<file path="config.mk">
export PLATFORM = sky130hd
export DESIGN_NAME = grp_irq_arb
export DESIGN_NICKNAME = d
export VERILOG_FILES = /design/src/rtl/grp_irq_pkg.sv /design/src/rtl/grp_irq_pend.sv /design/src/rtl/grp_irq_pick.sv /design/src/rtl/grp_irq_stack.sv /design/src/rtl/grp_irq_arb.sv
export SDC_FILE = /design/constraint.sdc
export NUM_CORES = 1
export LEC_CHECK = 0
export BUFFER_PORTS_ARGS = -buffer_cell sky130_fd_sc_hd__buf_2
export CORE_MARGIN = 5
export CORE_UTILIZATION = 40
export DETAILED_ROUTE_END_ITERATION = 8
export SYNTH_ARGS = -nofsm -noshare
export SYNTH_HDL_FRONTEND = slang
export SYNTH_HIERARCHICAL = 1
export SYNTH_SLANG_ARGS = --single-unit
</file>
<file path="constraint.sdc">
create_clock -name clk_i -period 17.8 [get_ports clk_i]
set_input_delay 2.67 -clock clk_i [delete_from_list [all_inputs] [get_ports clk_i]]
set_output_delay 2.67 -clock clk_i [all_outputs]
set_load 0.01 [all_outputs]
</file>
<file path="src/rtl/grp_irq_pkg.sv">
`timescale 1ns/1ps
package grp_irq_pkg;
  localparam int PRIO_W = 4;
  localparam int GRP_W  = 3;
  localparam int LVL_W  = PRIO_W + 1;
  localparam logic [LVL_W-1:0] LVL_BASE = {1'b1, {PRIO_W{1'b0}}};

  typedef logic [LVL_W-1:0] lvl_t;

  // upper g bits set; g above PRIO_W saturates
  function automatic logic [PRIO_W-1:0] pre_mask(logic [GRP_W-1:0] g);
    logic [PRIO_W-1:0] m;
    m = '0;
    for (int b = 0; b < PRIO_W; b++)
      if (b >= PRIO_W - int'(g)) m[b] = 1'b1;
    return m;
  endfunction
endpackage

</file>
<file path="src/rtl/grp_irq_pend.sv">
`timescale 1ns/1ps
module grp_irq_pend #(
  parameter int N_SRC = 8
) (
  input  logic             clk_i,
  input  logic             rst_ni,
  input  logic [N_SRC-1:0] req_i,
  input  logic [N_SRC-1:0] clr_i,
  output logic [N_SRC-1:0] pend_o
);
  logic [N_SRC-1:0] pend_q;

  always_ff @(posedge clk_i or negedge rst_ni) begin
    if (!rst_ni) pend_q <= '0;
    else         pend_q <= (pend_q | req_i) & ~clr_i;
  end

  assign pend_o = pend_q;
endmodule

</file>
<file path="src/rtl/grp_irq_pick.sv">
`timescale 1ns/1ps
module grp_irq_pick #(
  parameter int N_SRC  = 8,
  parameter int PRIO_W = 4,
  localparam int IDX_W = $clog2(N_SRC)
) (
  input  logic [N_SRC-1:0]        pend_i,
  input  logic [N_SRC*PRIO_W-1:0] prio_i,
  output logic                    vld_o,
  output logic [IDX_W-1:0]        idx_o,
  output logic [PRIO_W-1:0]       prio_o
);
  // full-word compare = preemption then sub-priority; strict < keeps lowest index
  always_comb begin
    vld_o  = 1'b0;
    idx_o  = '0;
    prio_o = '0;
    for (int i = 0; i < N_SRC; i++) begin
      if (pend_i[i] && (!vld_o || prio_i[i*PRIO_W +: PRIO_W] < prio_o)) begin
        vld_o  = 1'b1;
        idx_o  = IDX_W'(i);
        prio_o = prio_i[i*PRIO_W +: PRIO_W];
      end
    end
  end
endmodule

</file>
<file path="src/rtl/grp_irq_stack.sv">
`timescale 1ns/1ps
module grp_irq_stack
  import grp_irq_pkg::*;
#(
  parameter int STACK_D = 5,
  localparam int DEP_W  = $clog2(STACK_D + 1)
) (
  input  logic             clk_i,
  input  logic             rst_ni,
  input  logic             push_i,
  input  logic             pop_i,
  input  lvl_t             push_lvl_i,
  output lvl_t             top_o,
  output logic [DEP_W-1:0] depth_o,
  output logic             full_o
);
  lvl_t             lvl_q [STACK_D];
  logic [DEP_W-1:0] depth_q;
  logic             pop_ok;

  assign pop_ok = pop_i && (depth_q != '0);

  always_comb begin
    top_o = LVL_BASE;
    for (int i = 0; i < STACK_D; i++)
      if (int'(depth_q) == i + 1) top_o = lvl_q[i];
  end

  always_ff @(posedge clk_i or negedge rst_ni) begin
    if (!rst_ni) begin
      depth_q <= '0;
      for (int i = 0; i < STACK_D; i++) lvl_q[i] <= LVL_BASE;
    end else if (push_i && pop_ok) begin
      for (int i = 0; i < STACK_D; i++)
        if (int'(depth_q) == i + 1) lvl_q[i] <= push_lvl_i;
    end else if (push_i) begin
      for (int i = 0; i < STACK_D; i++)
        if (int'(depth_q) == i) lvl_q[i] <= push_lvl_i;
      depth_q <= depth_q + 1'b1;
    end else if (pop_ok) begin
      depth_q <= depth_q - 1'b1;
    end
  end

  assign depth_o = depth_q;
  assign full_o  = (int'(depth_q) == STACK_D);
endmodule

</file>
<file path="src/rtl/grp_irq_arb.sv">
`timescale 1ns/1ps
module grp_irq_arb
  import grp_irq_pkg::*;
#(
  parameter int N_SRC   = 8,
  parameter int STACK_D = 5,
  localparam int IDX_W  = $clog2(N_SRC),
  localparam int DEP_W  = $clog2(STACK_D + 1)
) (
  input  logic                    clk_i,
  input  logic                    rst_ni,
  input  logic [N_SRC-1:0]        req_i,
  input  logic [N_SRC*PRIO_W-1:0] prio_i,
  input  logic [GRP_W-1:0]        grp_i,
  input  logic                    done_i,
  output logic                    take_o,
  output logic [IDX_W-1:0]        take_idx_o
);
  logic [N_SRC-1:0]  pend_q, clr_vec;
  logic              win_vld, full;
  logic [IDX_W-1:0]  win_idx;
  logic [PRIO_W-1:0] win_prio;
  lvl_t              win_lvl, cur_lvl;
  logic [DEP_W-1:0]  depth_q;
  logic [GRP_W-1:0]  grp_q;

  grp_irq_pend #(.N_SRC(N_SRC)) u_pend (
    .clk_i(clk_i), .rst_ni(rst_ni), .req_i(req_i), .clr_i(clr_vec), .pend_o(pend_q)
  );

  grp_irq_pick #(.N_SRC(N_SRC), .PRIO_W(PRIO_W)) u_pick (
    .pend_i(pend_q), .prio_i(prio_i), .vld_o(win_vld), .idx_o(win_idx), .prio_o(win_prio)
  );

  grp_irq_stack #(.STACK_D(STACK_D)) u_stack (
    .clk_i(clk_i), .rst_ni(rst_ni), .push_i(take_o), .pop_i(done_i),
    .push_lvl_i(win_lvl), .top_o(cur_lvl), .depth_o(depth_q), .full_o(full)
  );

  // grouping only follows grp_i with no handler active
  always_ff @(posedge clk_i or negedge rst_ni) begin
    if (!rst_ni)              grp_q <= '0;
    else if (depth_q == '0)   grp_q <= grp_i;
  end

  assign win_lvl    = {1'b0, win_prio & pre_mask(grp_q)};
  assign take_o     = win_vld && !full && (win_lvl < cur_lvl);
  assign take_idx_o = win_idx;

  always_comb begin
    clr_vec = '0;
    if (take_o) clr_vec[win_idx] = 1'b1;
  end
endmodule

</file>
After elaboration in Yosys (flattened, before gate mapping):

Cells that the tools add are included.
W data, S select, Z words.

* flip-flop bits (word level): 39
* output and inout bits: 4
* logic and storage cells: 128
* input bits: 46

* magnitude comparators: 14
* $add $sub $neg: 3
* muxes and demuxes: 45
* bitwise gates (word level): 5
* reduce and logical (&&, ||, !) cells: 43
* eq/ne operators: 10

Operators by type and width (count)
* $mux W5: 11
* $mux W25: 2
* $mux W4: 8
* $lt A4 B4 Y1: 7
* $mux W3: 6
* $reduce_and A3 Y1: 5
* $mux W1: 14
* $reduce_bool A2 Y1: 7
* $eq A3 B3 Y1 const B: 4
* $logic_and A1 B1 Y1: 12
* $ne A2 B2 Y1 const B: 5
* $and A8 B8 Y8: 1
* $ge A3 B4 Y1 const A: 2
* $logic_not A1 Y1: 8
* $mux W8: 1
* $not A8 Y8: 1
* $or A8 B8 Y8: 1
* $logic_or A1 B1 Y1: 7
* $logic_not A3 Y1: 2
* $lt A4 B5 Y1: 1
* $and A4 B4 Y4: 1
* $ge A1 B4 Y1 const A: 1
* $ge A2 B4 Y1 const A: 1
* $lt A3 B4 Y1 const B: 1
* other kinds (10): 11

Logic depth before layout (Yosys ltp):

Gate-level depths: netlist of run 1.

* depth in word-level cells: 36
* gate-level depth with buffers: 65
* gate-level depth less buffers: 62

Cells and area by module:

Netlist of run 1, hierarchy kept.

By module, submodules not included
* grp_irq_stack: instances 1, sequential area each 706.9 um2, area each 1611.5 um2, cells an instance 149
* grp_irq_pick: instances 1, sequential area each 0.0 um2, area each 1302.5 um2, cells an instance 184
* grp_irq_arb: instances 1, sequential area each 75.1 um2, area each 490.5 um2, cells an instance 62
* grp_irq_pend: instances 1, sequential area each 200.2 um2, area each 280.3 um2, cells an instance 16

Worst setup path before layout of run 1:

OpenSTA, ideal clock, no wires.

* path type: input to output
* start: input prio_i[3]
* end: output take_o
* cell stages on the path: 57
* required time: 15130 ps
* path buffers: 1
* path slack: 1821 ps
* data arrival time: 13309 ps
* cell sequence: nand2_1 -> ha_1 -> a21oi_1 -> a21bo_2 -> nand2_1 -> o22ai_1 -> inv_1 -> ha_1 -> a211oi_1 -> nand2b_1 -> a41oi_1 -> o21a_1 -> mux2i_1 -> ha_1 -> a21o_1 -> a21o_1 -> a21boi_1 -> o21ai_2 -> [21 not listed] -> nand2_1 -> a21oi_1 -> o31ai_1 -> nand3_1 -> mux2_2 -> ha_1 -> o21ai_0 -> a21oi_1 -> nand2_1 -> o211a_1 -> buf_6 -> mux2i_1 -> inv_1 -> a311oi_1 -> ha_1 -> nand4b_1 -> o211ai_1 -> a21oi_1

* longest elaborated chain between the ends: 32
* elaborated cells between the ends (all ways): 46
* classes of those cells: 8 x order compare; 15 x mux; 1 x bitwise; 22 x reduce/logical

Ends and longest elaborated chain
* start: declaration: line grp_irq_arb.sv:13 `input logic [N_SRC*PRIO_W-1:0] prio_i,`
* $mux W4 *: line grp_irq_pick.sv:19 `if (pend_i[i] && (!vld_o || prio_i[i*PRIO_W +: PRIO_W] < prio_o)) begin`
* $lt A4 B4 Y1: line grp_irq_pick.sv:19
* $logic_or A1 B1 Y1: line grp_irq_pick.sv:19
* $logic_and A1 B1 Y1: line grp_irq_pick.sv:19
* $mux W4 or $mux W1 (tied branches): line grp_irq_pick.sv:19
* $lt A4 B4 Y1 or $logic_not A1 Y1 (tied branches): line grp_irq_pick.sv:19
* $logic_or A1 B1 Y1: line grp_irq_pick.sv:19
* $logic_and A1 B1 Y1: line grp_irq_pick.sv:19
* [18 not listed]
* $logic_or A1 B1 Y1: line grp_irq_pick.sv:19
* $logic_and A1 B1 Y1: line grp_irq_pick.sv:19
* $mux W4 *: line grp_irq_pick.sv:19
* net win_prio[2]: line grp_irq_arb.sv:22 `logic [PRIO_W-1:0] win_prio;`
* $and A4 B4 Y4 *: line grp_irq_arb.sv:46 `assign win_lvl = {1'b0, win_prio & pre_mask(grp_q)};`
* net win_lvl[2]: line grp_irq_arb.sv:23 `lvl_t win_lvl, cur_lvl;`
* $lt A4 B5 Y1 *: line grp_irq_arb.sv:47 `assign take_o = win_vld && !full && (win_lvl < cur_lvl);`
* $logic_and A1 B1 Y1 *: line grp_irq_arb.sv:47
* end: declaration: line grp_irq_arb.sv:16 `output logic take_o,`

Mark *: on every way through the listed nets, which the timed path passes. The rest lies on a longest branch.

Worst setup path after layout of run 1:

Ends and elaborated chain as after synthesis.

==> results of run 1 <==
[registers in the layout (all words and copies together) (netlist names)]
signal and flops:
u_stack/depth_o 3, grp_q 3, u_stack/lvl_q 25, u_pend/pend_o 8
[per-layer routing]
| layer | global-route usage [%] | part of all wire (%) | vias up | wire [microns] |
|---|---|---|---|---|
| met2 | 25.1 | 46 | 52 | 4210 |
| met1 | 23.0 | 49 | 1550 | 4460 |
| met5 | 0 | 0 | - | 0 |
| li1 | - | - | 1610 | - |
| met3 | 2.31 | 3.3 | 11 | 297 |
| met4 | 4.53 | 1.5 | 0 | 141 |
[how the worst max path moves through the flow]
stage                   start      to  slack (ns)  cells after the start
global placement    prio_i[3]  take_o        0.78                     58
finish              prio_i[3]  take_o        0.90                     60
CTS                 prio_i[3]  take_o        0.41                     58
detailed placement  prio_i[3]  take_o        0.43                     58
floorplan           prio_i[3]  take_o        1.82                     57
global route        prio_i[3]  take_o        0.04                     60
[area by class of cell]
cell class | count | area, sq um | share of cell area, %
sequential | 39 | 982 | 23.7
tap | 111 | 139 | 3.36
timing repair buffer | 55 | 290 | 7.01
multi-input combinational | 332 | 2530 | 61.1
inverter | 31 | 116 | 2.81
clock inverter | 1 | 5.00 | 0.121
clock buffer | 7 | 76.3 | 1.84
[stage by stage]
step / cells / area (sq um) / util, % / setup WS (ns) / hold slack [ns]
2_1_floorplan: 415 / 3700 / - / 1.82 / 0.458
3_3_place_gp: 566 / 4010 / 44.0 / 0.783 / 0.469
3_5_place_dp: 566 / 4010 / 44.0 / 0.430 / 0.480
4_1_cts: 574 / 4090 / 44.9 / 0.405 / 0.492
5_1_grt: 576 / 4140 / 45.4 / 0.0397 / 0.520
6_report: 576 / 4140 / 45.4 / 0.902 / 0.489
[timing repair]
action                                  in CTS  in global routing
buffers inserted                             0                  2
gates resized for setup                      0                  8
endpoints found under the setup margin       0                  1
[cells by family (layout without fill, tap and decap cells)]
group           count (synthesis)  count (layout)
simple gates                  136             136
compound gates                124             124
buf+inv                        44              94
flops                          39              39
mux                            33              33
fa+ha+maj                      30              30
xor+xnor                        4               4
other cells                     1               5
[cell usage in the layout, fill, tap and decap left out, types with 5 or more instances in the layout]
cell type / instances
nand2_1: 67
buf_2: 49
dfrtp_1: 34
inv_1: 31
ha_1: 29
o22ai_1: 19
a21oi_1: 15
o21ai_0: 13
mux2_2: 13
nor2_1: 11
o21ba_1: 8
mux2i_1: 8
nand2b_1: 7
o21a_1: 6
a2111oi_1: 6
buf_4: 6
a21o_1: 6
mux2_1: 6
nor2b_1: 5
o211ai_1: 5
clkbuf_8: 5
o22a_1: 5
or3_1: 5
nand3_1: 5
mux2_4: 5
conb_1: 5
dfstp_2: 5
[worst max-delay path: cells and delay by family]
family	cells	cell delay, ns
fa+ha+maj	8	2.27
mux	4	1.29
compound gates	31	5.96
simple gates	12	1.37
buf+inv	5	0.64
==> summary.md, run 1 <==
| Metric | Value |
|---|---|
| Mean post-synth cell area | roughly 9.0 sq um |
| Distinct cell type count after synthesis | between 70 and 80 |
| Clock sink count | 39 |
| Depth of the CTS H-tree | 2 |
| GRT overflow | 0 |
| Worst r2r src | u_pend/pend_o[0]$_DFF_PN0_ |
| Reg2reg path depth | 63 |
| Hold/Removal Path Class | reg2reg |
| Top FF cell, synth | dfrtp_1 |
| Top cells by count, synth | nand2_1, dfrtp_1, inv_1 |
| Reg-to-reg endpoint | u_stack/lvl_q[17]$_DFFE_PN0P_ |
| Yosys reg bits | 39 |
| Starting Density | 40.5% |
| First-pass GRT wire length | about 15000 microns |
| First-pass DRT Iterations | 6 |
| Worst-Skew Late Latency | 0.29 ns |
| Simple-gate share of the synthesized area | roughly a fifth |
| Filler Cell Count | 923 |
| Critical Path Source Type | primary input |
| Detailed-route via count | 3223 |
| All-layer global routing usage | between 10% and 20% |
| Required @ worst endpoint | about 15 ns |
| Via density | 5.60 |
| Area share of xor/xnor cells in the synthesized design | about 1.2% |
| Worst path max stage delay | around 0.46 ns |
| Fin Setup TNS | 0 ns |
| Clock transition at path regs | ~0.070 ns |
| Detail Route Antenna Nets | 0 |
| Avg WL per Cell | around 16 microns |
| Number of global-route vias before repair | between 3000 and 4000 |
| Largest cells by area after synthesis | dfrtp_1, ha_1, nand2_1 |
| Share of the synthesized area in the top cell type | between 20% and 30% |
| Largest family of logic cells by synthesized area | compound AO/OA/AOI/OAI gates |
| Max-cap viol count | 0 |
| Final max-slew violation count | 0 |
| Routability cong. | 0.863 |
| Cell Rows | 35 |
| Slowest CP cell | a2111o_1 |
| Core area | roughly 0.009 sq mm |
| Hold-fix buffers at CTS | 0 |
| WL final | a little over 9000 microns |
| DP HPWL | about 7000 microns |
| CP Capture Type | output port |
| Final Cycle Share | between 90 and 100% |
| Final Skew | approximately 0.0036 ns |
| Chip Height | approximately 110 microns |
| Hold path depth | 2 |
| Hold Path Sink | u_stack/lvl_q[14]$_DFFE_PN1P_ |
| Synth Instances | about 410 |
| CTS tree | done |
| Synth Area in Adders | 10.4% |
| Post-Syn Area | 0.00368 sq mm |
| Final setup violation count | 0 |
| IO Count | 50 |
| PortBufs | 49 |
| Number of flops mapped to enable cells by yosys | 0 |
| CP Max Fanout | 9 |
| WS Path Type | in2out |
| Synth area leader | dfrtp_1 |
| Root buffer cell | clkbuf_8 |
| Most frequent cell after synthesis | nand2_1 |
| Post-synthesis mux area share | between 10% and 20% |
| RSZ-0062 raised after global routing | no |
| Die W | between 100 and 150 microns |
| Remaining DRCs | 0 |
| Ant. Diodes | 0 |
| Min Tclk post-route | ~17 ns |
| Initial DRC Count | approximately 180 |
| Hold wc startpoint | u_stack/lvl_q[14]$_DFFE_PN1P_ |
| CP dominant cell by count | ha_1 |
| Synth Area in Compound Gates | between 20% and 30% |
| CP Data Arrival Time | roughly 14 ns |
| Synthesis-to-finish area growth | 12.3% |
| Largest net degree at the start of global routing | 40 |
| R2R Setup Slk | ~4.3 ns |
| Initial antenna violation count | 0 |
| Final #Nets | 540 |
| Status | completed |
| Max clock buf depth | 2 |
| Slew HR | about two fifths |
| CTS Buf Count | 5 |
| Slew @ Worst Pin | approximately 0.88 ns |
| Max frequency | between 0.05 and 0.06 GHz |
| Seq/Total Area, Yosys | 26.7% |
| Fin. Hold Viols | 0 |
| Layout cells sized above 1 | 23.7% |
| Async SR Flop Fraction | 100% |
| Yosys synthesis warning count | 6 |
| Die area | approximately 0.011 sq mm |
Power of run 1 is left out: the tool's default activity adds up to more than one toggle a clock period on the data nets, which glitch-free logic cannot reach.
==> inputs of run 2 (changes only) <==
--- a/config.mk
+++ b/config.mk
@@ -6,6 +6,7 @@
 export NUM_CORES = 1
 export LEC_CHECK = 0
 export BUFFER_PORTS_ARGS = -buffer_cell sky130_fd_sc_hd__buf_2
+export CORE_ASPECT_RATIO = 1.2
 export CORE_MARGIN = 5
 export CORE_UTILIZATION = 40
 export DETAILED_ROUTE_END_ITERATION = 8
==> summary.md, run 2 (synthesized netlist as in run 1, its figures left out) <==
| Metric | Value |
|---|---|
| Hold Path Sink | u_stack/lvl_q[14]$_DFFE_PN1P_ |
| Max clock buf depth | 2 |
| Final max-slew violation count | 0 |
| Number of global-route vias before repair | approximately 3300 |
| Clock transition at path regs | ~0.07 ns |
| R2R Setup Slk | about 4.5 ns |
| DP HPWL | between 7000 and 8000 microns |
| Worst path max stage delay | ~0.46 ns |
| Commonest non-fill, non-tap cell in the layout | nand2_1 |
| Detail Route Antenna Nets | 0 |
| Fin. Hold Viols | 0 |
| Avg WL per Cell | 15.8 microns |
| Hold wc startpoint | u_stack/lvl_q[14]$_DFFE_PN1P_ |
| Fin Setup TNS | 0 ns |
| PortBufs | between 40 and 50 |
| Initial antenna violation count | 0 |
| Final Skew | 0.00538 ns |
| Required @ worst endpoint | 15.13 ns |
| Chip Height | between 100 and 150 microns |
| Initial DRC Count | 64 |
| Detailed-route via count | between 3000 and 4000 |
| Starting Density | between 40 and 50% |
| CP dominant cell by count | ha_1 |
| Hold-fix buffers at CTS | 0 |
| CP Data Arrival Time | between 10 and 15 ns |
| CP Max Fanout | 9 |
| Slowest CP cell | a2111o_1 |
| Clock sink count | 39 |
| Die W | roughly 98 microns |
| Hold path depth | 2 |
| Largest net degree at the start of global routing | 40 |
| CTS tree | done |
| WS Path Type | in2out |
| Max frequency | roughly 0.060 GHz |
| CTS Buf Count | 5 |
| Slew @ Worst Pin | slightly below 0.9 ns |
| Reg2reg path depth | between 60 and 70 |
| Synthesis-to-finish area growth | 12.5% |
| Min Tclk post-route | approximately 17 ns |
| Routability cong. | ~0.82 |
| First-pass GRT wire length | about 15000 microns |
| Via density | 5.53 |
| CP Capture Type | output port |
| Status | completed |
| Multi-input logic area | 0.00252 sq mm |
| Slew HR | about two fifths |
| Final setup violation count | 0 |
| Max-cap viol count | 0 |
| Critical Path Source Type | primary input |
| Die area | about 0.011 sq mm |
| Layout cells sized above 1 | around 23% |
| IO Count | 50 |
| Reg-to-reg endpoint | u_stack/lvl_q[18]$_DFFE_PN0P_ |
| Cell Rows | 38 |
| Register area | 982 sq um |
| Root buffer cell | clkbuf_8 |
| RSZ-0062 raised after global routing | no |
| GRT overflow | 0 |
| Remaining DRCs | 0 |
| First-pass DRT Iterations | 4 |
| Filler Cell Count | 916 |
| Hold/Removal Path Class | reg2reg |
| Final Cycle Share | between 90% and 100% |
| Core area | roughly 0.0090 sq mm |
| All-layer global routing usage | between 10% and 20% |
| Worst-Skew Late Latency | around 0.29 ns |
| Depth of the CTS H-tree | 2 |
| Number of flip-flops in the largest register | 25 |
| Ant. Diodes | 0 |
| Final #Nets | 540 |
| Worst r2r src | u_pend/pend_o[0]$_DFF_PN0_ |
| Design area | 0.00414 sq mm |
| Most frequent cells in the layout | nand2_1, buf_2, dfrtp_1, inv_1, ha_1 |
| Biggest register | u_stack/lvl_q |
| Post-DP Area | between 0.004 and 0.005 sq mm |
| WL final | between 9000 and 10000 microns |
[run 2: cell counts in the layout (fill, tap and decap cells not counted)]
No cell type changed its count.
[run 2: worst max path at each step]
stage | endpoint | slack [ns] | depth (start not counted) | startpoint
after floorplan | take_o | 1.82 | 57 | prio_i[3]
after global placement | take_o | 0.91 | 59 | prio_i[3]
after detailed placement | take_o | 0.66 | 58 | prio_i[3]
after CTS | take_o | 0.63 | 58 | prio_i[3]
after global routing | take_o | 0.03 | 59 | prio_i[3]
final | take_o | 1.0 | 60 | prio_i[3]
[run 2: metal layers]
metal	track usage (%)	vias to the layer above	routed length (microns)
met2	31.0	58	4870
met4	5.17	0	191
met5	0	-	0
li1	-	1613	-
met1	19.2	1553	3890
met3	2.79	12	311
[run 2: stage by stage]
step / utilization [%] / setup slack [ns] / hold WS (ns) / cells
after floorplan: - / 1.82 / 0.458 / 415
after global placement: 44.5 / 0.906 / 0.468 / 575
after detailed placement: 44.5 / 0.658 / 0.474 / 575
after CTS: 45.4 / 0.625 / 0.486 / 583
after global routing: 45.9 / 0.0270 / 0.508 / 585
final: 45.9 / 1.00 / 0.485 / 585
[run 2: critical path: cells and delay by family]
| family | cells | cell delay [ns] |
|---|---|---|
| AND/OR/NAND/NOR | 12 | 1.35 |
| adder cells (fa/ha/maj) | 8 | 2.35 |
| multiplexers | 4 | 1.25 |
| AO/OA/AOI/OAI | 30 | 5.74 |
| buffers and inverters | 6 | 0.73 |
[run 2: area by class of cell]
class                      instances  share of cell area [%]
inverter                          31                    2.81
tap                              120                    3.62
multi-input combinational        332                    60.9
sequential                        39                    23.7
clock inverter                     1                   0.121
clock buffer                       7                    1.84
timing repair buffer              55                    7.00
[run 2: what timing repair did]
item                       CTS  global route
gates resized for setup      0             6
setup endpoints to repair    0             1
buffers inserted             0             2
Power of run 2 is left out for the same reason.
